[src/rtl/irq_pkg.sv]
package irq_pkg;
  localparam int NSRC = 3;

  typedef struct packed {
    logic [NSRC-1:0] flag;
    logic [NSRC-1:0] en;
    logic            gie;
  } ctrl_t;
endpackage

[src/rtl/irq_arbiter.sv]
module irq_arbiter #(
  parameter int NSRC     = 3,
  parameter int PC_W     = 13,
  parameter int VEC_STEP = 4
) (
  input  logic [NSRC-1:0] pend,
  output logic [NSRC-1:0] grant,
  output logic            any,
  output logic [PC_W-1:0] vec
);
  genvar i;
  generate
    for (i = 0; i < NSRC; i++) begin : g_pri
      if (i == 0) begin : g_first
        assign grant[i] = pend[i];
      end else begin : g_rest
        assign grant[i] = pend[i] & ~(|pend[i-1:0]);
      end
    end
  endgenerate

  assign any = |pend;

  always_comb begin
    vec = '0;
    for (int k = 0; k < NSRC; k++) begin
      if (grant[k]) vec = vec | PC_W'((k + 1) * VEC_STEP);
    end
  end
endmodule

[src/rtl/irq_ctrl_reg.sv]
module irq_ctrl_reg
  import irq_pkg::*;
(
  input  logic            clk,
  input  logic            rst,
  input  logic            we,
  input  logic [6:0]      wdata,
  input  logic [NSRC-1:0] tick,
  input  logic            take,
  input  logic [NSRC-1:0] grant,
  input  logic            reti,
  output ctrl_t           q
);
  ctrl_t q_n;

  always_comb begin
    q_n = q;
    if (we) q_n = ctrl_t'(wdata);
    if (take) begin
      q_n.flag = q_n.flag & ~grant;
      q_n.gie  = 1'b0;
    end
    if (reti) q_n.gie = 1'b1;
    q_n.flag = q_n.flag | tick;
  end

  always_ff @(posedge clk) begin
    if (rst) q <= '0;
    else     q <= q_n;
  end
endmodule

[src/rtl/irq_ret_stack_mem.sv]
module irq_ret_stack_mem #(
  parameter int W     = 13,
  parameter int DEPTH = 4
) (
  input  logic                       clk,
  input  logic                       rst,
  input  logic                       push,
  input  logic                       pop,
  input  logic [W-1:0]               din,
  output logic [W-1:0]               dout,
  output logic [$clog2(DEPTH+1)-1:0] occ
);
  localparam int PW = (DEPTH > 1) ? $clog2(DEPTH) : 1;
  localparam int CW = $clog2(DEPTH + 1);

  logic [W-1:0]  slot [DEPTH];
  logic [PW-1:0] sp;
  logic [PW-1:0] sp_dn;

  assign sp_dn = (sp == '0) ? PW'(DEPTH - 1) : sp - 1'b1;
  assign dout  = slot[sp_dn];

  always_ff @(posedge clk) begin
    if (push && !pop) slot[sp] <= din;
  end

  always_ff @(posedge clk) begin
    if (rst) begin
      sp  <= '0;
      occ <= '0;
    end else if (pop) begin
      sp  <= sp_dn;
      occ <= (occ == '0) ? '0 : occ - 1'b1;
    end else if (push) begin
      sp  <= (sp == PW'(DEPTH - 1)) ? '0 : sp + 1'b1;
      occ <= (occ == CW'(DEPTH)) ? occ : occ + 1'b1;
    end
  end
endmodule

[src/rtl/irq_ret_stack.sv]
module irq_ret_stack
  import irq_pkg::*;
#(
  parameter int PC_W     = 13,
  parameter int DEPTH    = 4,
  parameter int VEC_STEP = 4
) (
  input  logic            clk,
  input  logic            rst,
  input  logic [2:0]      src_tick,
  input  logic            reg_we,
  input  logic [6:0]      reg_wdata,
  output logic [7:0]      reg_rdata,
  input  logic            phase2,
  input  logic [PC_W-1:0] pc_now,
  input  logic            call_stb,
  input  logic            ret_stb,
  input  logic            reti_stb,
  output logic            take_irq,
  output logic [PC_W-1:0] vector,
  output logic [PC_W-1:0] ret_addr
);
  localparam int CW = $clog2(DEPTH + 1);

  ctrl_t           ctrl;
  logic [NSRC-1:0] grant;
  logic            any_pend;
  logic [PC_W-1:0] vec_c;
  logic [PC_W-1:0] top_c;
  logic [CW-1:0]   occ;
  logic            take_now;
  logic            pop;
  logic            push;

  assign pop      = ret_stb | reti_stb;
  assign take_now = phase2 & ctrl.gie & any_pend & (occ < CW'(DEPTH))
                    & ~reg_we & ~call_stb & ~pop;
  assign push     = take_now | (call_stb & ~pop);

  irq_arbiter #(.NSRC(NSRC), .PC_W(PC_W), .VEC_STEP(VEC_STEP)) u_arb (
    .pend  (ctrl.flag & ctrl.en),
    .grant (grant),
    .any   (any_pend),
    .vec   (vec_c)
  );

  irq_ctrl_reg u_ctrl (
    .clk   (clk),
    .rst   (rst),
    .we    (reg_we),
    .wdata (reg_wdata),
    .tick  (src_tick),
    .take  (take_now),
    .grant (grant),
    .reti  (reti_stb),
    .q     (ctrl)
  );

  irq_ret_stack_mem #(.W(PC_W), .DEPTH(DEPTH)) u_stack (
    .clk  (clk),
    .rst  (rst),
    .push (push),
    .pop  (pop),
    .din  (pc_now),
    .dout (top_c),
    .occ  (occ)
  );

  always_ff @(posedge clk) begin
    if (rst) begin
      take_irq  <= 1'b0;
      vector    <= '0;
      ret_addr  <= '0;
      reg_rdata <= '0;
    end else begin
      take_irq  <= take_now;
      reg_rdata <= {1'b0, ctrl};
      if (take_now) vector   <= vec_c;
      if (pop)      ret_addr <= top_c;
    end
  end
endmodule

[config.mk]
export PLATFORM = sky130hd
export DESIGN_NAME = irq_ret_stack
export DESIGN_NICKNAME = d
export VERILOG_FILES = /design/src/rtl/irq_pkg.sv /design/src/rtl/irq_arbiter.sv /design/src/rtl/irq_ctrl_reg.sv /design/src/rtl/irq_ret_stack_mem.sv /design/src/rtl/irq_ret_stack.sv
export SDC_FILE = /design/constraint.sdc
export NUM_CORES = 1
export LEC_CHECK = 0
export ABC_AREA = 0
export CORE_UTILIZATION = 58
export DETAILED_ROUTE_END_ITERATION = 10
export DONT_BUFFER_PORTS = 1
export HOLD_SLACK_MARGIN = 0.05
export PLACE_DENSITY = 0.74
export SKIP_LAST_GASP = 1
export SYNTH_ARGS = -nofsm -noshare
export SYNTH_HDL_FRONTEND = slang
export SYNTH_SLANG_ARGS = --single-unit
[constraint.sdc]
create_clock -name clk -period 4.2 [get_ports clk]
set_input_delay 0.21 -clock clk [delete_from_list [all_inputs] [get_ports clk]]
set_output_delay 0.21 -clock clk [all_outputs]
set_load 0.02 [all_outputs]
; Word level (Yosys, flattened, before mapping)
; Memory sizes are Yosys's and may differ from the RTL's. A register that Yosys moved wholly into a read port is not among the register bits.
; Cells that the tools add are included.
[word_totals]
mem_bits_rw = 52
input_bits = 30
register_bits = 34
mem_count = 1
output_inout_bits = 35
[mem_list]
columns = name, depth, width, read_ports, rd_ports_with_merged_regs, wr, line_no
row1 = u_stack.slot, 4, 13, 1, 1, 1, irq_ret_stack_mem.sv:16  ; logic [W-1:0] slot [DEPTH];
[op_classes]
n_eq_ne = 3
mux = 17
n_reduce_logical = 9
n_lt_le_gt_ge = 1
addsub = 4
bitwise_logic = 20
[op_table]
columns = cell, n
row1 = $mux W3, 6
row2 = $and A1 B1 Y1, 9
row3 = $mux W2, 4
row4 = $mux W4, 2
row5 = $mux W7, 1
row6 = $and A3 B3 Y3, 2
row7 = $not A1 Y1, 5
row8 = $mux W1, 4
row9 = $add A3 B1 Y3 const B, 1
row10 = $eq A3 B3 Y1 const B, 1
row11 = $logic_not A3 Y1, 1
row12 = $lt A3 B3 Y1 const B, 1
row13 = $not A3 Y3, 1
row14 = $or A3 B3 Y3, 1
row15 = $reduce_bool A3 Y1, 1
row16 = $reduce_or A3 Y1, 1
row17 = $sub A3 B1 Y3 const B, 1
row18 = $add A2 B1 Y2 const B, 1
row19 = $eq A2 B2 Y1 const B, 1
row20 = $logic_not A2 Y1, 1
row21 = $ne A2 B2 Y1 const B, 1
row22 = $or A1 B1 Y1, 2
row23 = $reduce_and A2 Y1, 1
row24 = $reduce_bool A2 Y1, 1
row25 = 4 further kinds, 4

; Logic depth before layout (Yosys ltp)
[depth]
ltp_word = 11
depth_mapped = 8
ltp_nobuf = 7

; Hierarchy
; A second synthesis with hierarchy kept.
[hier_totals]
hier_cells = 333
hier_area_um2 = 4100.2
[modules_own_cells]
columns = mod, cells_each, area_each_um2, n_inst, seq_area_each_um2
row1 = irq_ret_stack_mem, 144, 2349.8, 1, 1661.6
row2 = irq_ret_stack, 139, 1310.0, 1, 680.7
row3 = irq_ctrl_reg, 30, 310.3, 1, 140.1
row4 = irq_arbiter, 20, 130.1, 1, 0.0

; Least setup slack after synthesis
; OpenSTA, ideal clock, no wires.
[synth_timing]
path_type = register to register
start = reg u_stack.sp[0]
end = reg ret_addr[10], read port of u_stack.slot
n_path_buf = 2
path_slack_ns = 2.345
required_time_ns = 4.068
arrival_time_ns = 1.723
path_stages_with_launch = 9
period_less_slack_ns = 1.855
cell_sequence = dfxtp_1 > inv_1 > ha_1 > nor2b_1 > buf_2 > buf_6 > mux4_2 > nand2_1 > a21oi_1
[synth_between]
elab_chain_cells = 2
word_cells_on_any_way = 3
cone_classes = 1 x add/sub / 1 x mux / 1 x reduce/logical
[synth_rtl]
columns = element, line_no
row1 = from (decl), irq_ret_stack_mem.sv:17  ; logic [PW-1:0] sp;
row2 = from (signal assigned), irq_ret_stack_mem.sv:32  ; sp <= sp_dn;
row3 = from (signal assigned), irq_ret_stack_mem.sv:35  ; sp <= (sp == PW'(DEPTH - 1)) ? '0 : sp + 1'b1;
row4 = $sub A2 B1 Y2 or $logic_not A2 Y1 (tied branches), irq_ret_stack_mem.sv:20  ; assign sp_dn = (sp == '0) ? PW'(DEPTH - 1) : sp - 1'b1;
row5 = $mux W2 (*), irq_ret_stack_mem.sv:20
row6 = to (decl), irq_ret_stack.sv:21  ; output logic [PC_W-1:0] ret_addr
; Every way passes the cells marked *; elsewhere a longest branch is shown, timed or not.
; A chain may end at the register's enable or synchronous reset.

; Final worst setup path
; Ends and elaborated chain as after synthesis.

==> metrics.txt <==
# TYPE chip_impl_metric gauge
chip_impl_info{name="outcome",value="complete, no violations"} 1
chip_impl_info{name="crit_path_top_delay_cell",value="sky130_fd_sc_hd__nor2b_2"} 1
chip_impl_metric{name="post_cts_resize_count",unit=""} 0
chip_impl_metric{name="path_clk_slew",unit="ps"} 90
chip_impl_metric{name="number_of_synthesized_register_bits",unit=""} 87
chip_impl_metric{name="synthesis.yosys.warnings",unit=""} 0
chip_impl_info{name="timing_worst_setup_path_type",value="flip-flop to flip-flop"} 1
chip_impl_info{name="worstSetupStartpointType",value="flip-flop"} 1
chip_impl_metric{name="fin_hold_ws",unit="ps"} 76.7
chip_impl_metric{name="drc",unit=""} 0
chip_impl_metric{name="cellPowerDensity",unit="mW/mm²"} 465
chip_impl_metric{name="cts_hold_buffers",unit=""} 26
chip_impl_metric{name="clock_tree.htree_level_count",unit=""} 3
chip_impl_metric{name="cp_slowest_stage_delay",unit="ps"} 830
chip_impl_info{name="synthTopCellsByArea",value="sky130_fd_sc_hd__edfxtp_1 44%, sky130_fd_sc_hd__dfxtp_1 20%, sky130_fd_sc_hd__mux4_2 8.3%"} 1
chip_impl_metric{name="pin_count",unit=""} 65
chip_impl_metric{name="number_of_enable_type_register_cells_in_the_synthesized_netlist",unit=""} 52
chip_impl_metric{name="globalRouteOverflowTotal",unit=""} 0
chip_impl_metric{name="grt_pass1_vias",unit=""} 1864
chip_impl_metric{name="post_route_cells_drive_above_1_share",unit="%"} 15.3
chip_impl_metric{name="setup_repair_bufs_after_cts",unit=""} 0
chip_impl_metric{name="post_layout_utilization_of_the_core",unit="%"} 68.6
chip_impl_metric{name="postRouteWirelength",unit="mm"} 5.98
chip_impl_metric{name="cap_viol_max_count",unit=""} 0
chip_impl_metric{name="synthArstFlopShare",unit="%"} 0
chip_impl_metric{name="die_x",unit="µm"} 80.0
chip_impl_metric{name="timing.critical_path.required",unit="ps"} 4440
chip_impl_metric{name="final_nets",unit=""} 321
chip_impl_metric{name="routedWlPerCell",unit="µm"} 16.5
chip_impl_metric{name="ir_worst_vdd",unit="V"} 0.000290
chip_impl_metric{name="routabilityCongestion",unit=""} 0.818
chip_impl_metric{name="num_vias",unit=""} 2006
chip_impl_metric{name="antenna-diode-count",unit=""} 0
chip_impl_metric{name="detail_route.vias_per_cell",unit=""} 5.54
chip_impl_metric{name="floorplan.die_area",unit="mm²"} 0.00641
chip_impl_metric{name="post-synth-top-area-fraction",unit="%"} 44.2
chip_impl_metric{name="synth.distinct_cells",unit=""} 39
chip_impl_info{name="yosysTopAreaCell",value="sky130_fd_sc_hd__edfxtp_1"} 1
chip_impl_info{name="final_cell_mix",value="52 x sky130_fd_sc_hd__edfxtp_1, 35 x sky130_fd_sc_hd__dfxtp_1, 30 x sky130_fd_sc_hd__nand2_1"} 1
chip_impl_metric{name="critPathArrivalTime",unit="ps"} 2700
chip_impl_metric{name="dr.first_iter.drc_count",unit=""} 100
chip_impl_metric{name="dp.final_hpwl",unit="mm"} 3.59
chip_impl_metric{name="post-route-period-util",unit="%"} 58.4
chip_impl_metric{name="syn-cell-area",unit="mm²"} 0.00353
chip_impl_metric{name="pleak",unit="nW"} 1.48
chip_impl_info{name="clock_tree_from_tritoncts",value="built"} 1
chip_impl_metric{name="numClockSinks",unit=""} 87
chip_impl_metric{name="report.final.slew_viol_count",unit=""} 0
chip_impl_metric{name="p_r_area_growth_vs_syn",unit="%"} 14.3
chip_impl_metric{name="finalSetupViolCount",unit=""} 0
chip_impl_metric{name="clk-insertion-delay-late",unit="ps"} 350
chip_impl_metric{name="drt-pass1-iter-count",unit=""} 5
chip_impl_metric{name="finClkSkew",unit="ps"} 7.23
chip_impl_info{name="synth_ff_type",value="sky130_fd_sc_hd__edfxtp_1"} 1
chip_impl_metric{name="maxClockFrequency",unit="MHz"} 408
chip_impl_info{name="setup.worst_path.end_class",value="flip-flop"} 1
chip_impl_metric{name="chip_height",unit="µm"} 80.0
chip_impl_metric{name="initial_utilization",unit="%"} 60.0
chip_impl_metric{name="grt_max_degree",unit=""} 36
chip_impl_metric{name="placement_rows",unit=""} 28
chip_impl_metric{name="design.core.area",unit="mm²"} 0.00589
chip_impl_metric{name="worst_slew_pin_slew",unit="ps"} 1070
chip_impl_metric{name="finalSetupTns",unit="ps"} 0
chip_impl_metric{name="syn_inst",unit=""} 258
chip_impl_metric{name="grt_antenna_before_repair",unit=""} 0
chip_impl_metric{name="cts_inserted_buffers",unit=""} 9
chip_impl_info{name="rsz0062_at_grt",value="false"} 1
chip_impl_metric{name="timing.final.hold_violations",unit=""} 0
chip_impl_metric{name="final_design_area_no_fill",unit="mm²"} 0.00404
chip_impl_info{name="mostFrequentLayoutCell",value="sky130_fd_sc_hd__edfxtp_1"} 1
chip_impl_metric{name="grt_first_pass_wirelength",unit="mm"} 9.07
chip_impl_metric{name="ctsLongestPathBuffers",unit=""} 2
chip_impl_metric{name="period_minus_slack",unit="ps"} 2450
chip_impl_metric{name="drt.antenna.violating_nets",unit=""} 0
chip_impl_metric{name="syn-mean-instance-area",unit="µm²"} 13.7
chip_impl_info{name="hold_path_class",value="input port to flip-flop"} 1
chip_impl_info{name="cts-root-buf",value="sky130_fd_sc_hd__clkbuf_8"} 1
chip_impl_metric{name="design_power_total",unit="W"} 0.00188
chip_impl_metric{name="slew_headroom",unit="%"} 28.3
chip_impl_metric{name="grtUsageTotal",unit="%"} 20.1
chip_impl_info{name="timing.critical_path.cells",value="inv_1 > ha_1 > nor2b_2 > mux4_2 > nand2_1 > a21oi_1"} 1
chip_impl_metric{name="synth.yosys.seq_area_share",unit="%"} 64.0
chip_impl_metric{name="placed_area",unit="mm²"} 0.00352
chip_impl_metric{name="path_max_fanout",unit=""} 14
chip_impl_metric{name="port_buffers",unit=""} 0
## final timing paths
path	start	to	slack, ps	cells past startpoint
max	u_stack.sp[0]	ret_addr[10]	1750	6
max reg2reg	u_stack.sp[0]	ret_addr[10]	1750	6
min	reg_we	u_ctrl.q[4]	80	2
min reg2reg	u_ctrl.q[2]	reg_rdata[2]	510	1
## synthesized netlist by cell type, types with 4 or more instances
| cell type | instances |
|---|---|
| sky130_fd_sc_hd__a21oi_1 | 22 |
| sky130_fd_sc_hd__and3_2 | 4 |
| sky130_fd_sc_hd__buf_4 | 13 |
| sky130_fd_sc_hd__clkbuf_1 | 9 |
| sky130_fd_sc_hd__dfxtp_1 | 35 |
| sky130_fd_sc_hd__edfxtp_1 | 52 |
| sky130_fd_sc_hd__ha_1 | 9 |
| sky130_fd_sc_hd__inv_1 | 12 |
| sky130_fd_sc_hd__mux2i_1 | 7 |
| sky130_fd_sc_hd__mux4_2 | 13 |
| sky130_fd_sc_hd__nand2_1 | 30 |
| sky130_fd_sc_hd__nor2_1 | 12 |
| sky130_fd_sc_hd__nor2b_1 | 8 |
## cell families after synthesis
group | share of synthesized area, %
fa+ha+maj | 3.19
buf+inv | 5.60
compound gates | 7.40
flops | 64.0
mux | 10.3
simple gates | 9.39
other cells | 0.106
## registers in the layout, indices dropped and copies added (netlist names)
signal        cells
u_stack.slot     52
take_irq          1
u_stack.occ       3
u_ctrl.q          7
reg_rdata         7
ret_addr         13
vector            2
u_stack.sp        2
## metrics by stage
step / cells / setup slack, ps
after global placement: 320 / 1800
after floorplan: 269 / 2350
final: 362 / 1750
after detailed placement: 320 / 1720
after CTS: 362 / 1680
after global routing: 362 / 1510
## power by group
group / switching, W / internal, W / total [W]
Sequential: 0.0000486 / 0.000941 / 0.000989
Combinational: 0.000100 / 0.0000981 / 0.000198
Clock: 0.000295 / 0.000396 / 0.000690
Total: 0.000443 / 0.00143 / 0.00188
## final cells by class
cell class	instances	area, µm²
inverters	12	45.0
clock inverters	7	119
flip-flops and latches	87	2260
clock buffers	9	124
multi-input cells	145	1120
well taps	75	93.8
fillers	425	1850
repair buffers	27	278
## routing by layer
| metal | share of wire (%) | up-vias | wire, µm | track usage, % |
|---|---|---|---|---|
| met5 | 0 | - | 0 | 0 |
| met4 | 1.5 | 0 | 89 | 9.11 |
| met3 | 6.1 | 10 | 364 | 6.97 |
| met2 | 50 | 69 | 2970 | 33.0 |
| met1 | 43 | 970 | 2560 | 23.7 |
| li1 | - | 957 | - | - |
## worst max-delay path, delay by kind of cell (launching register included)
family | cells | cell delay, ps
simple gates | 2 | 910
mux | 1 | 600
flops | 1 | 410
fa+ha+maj | 1 | 230
buf+inv | 1 | 110
compound gates | 1 | 80
(Power assumes the default switching activity.)
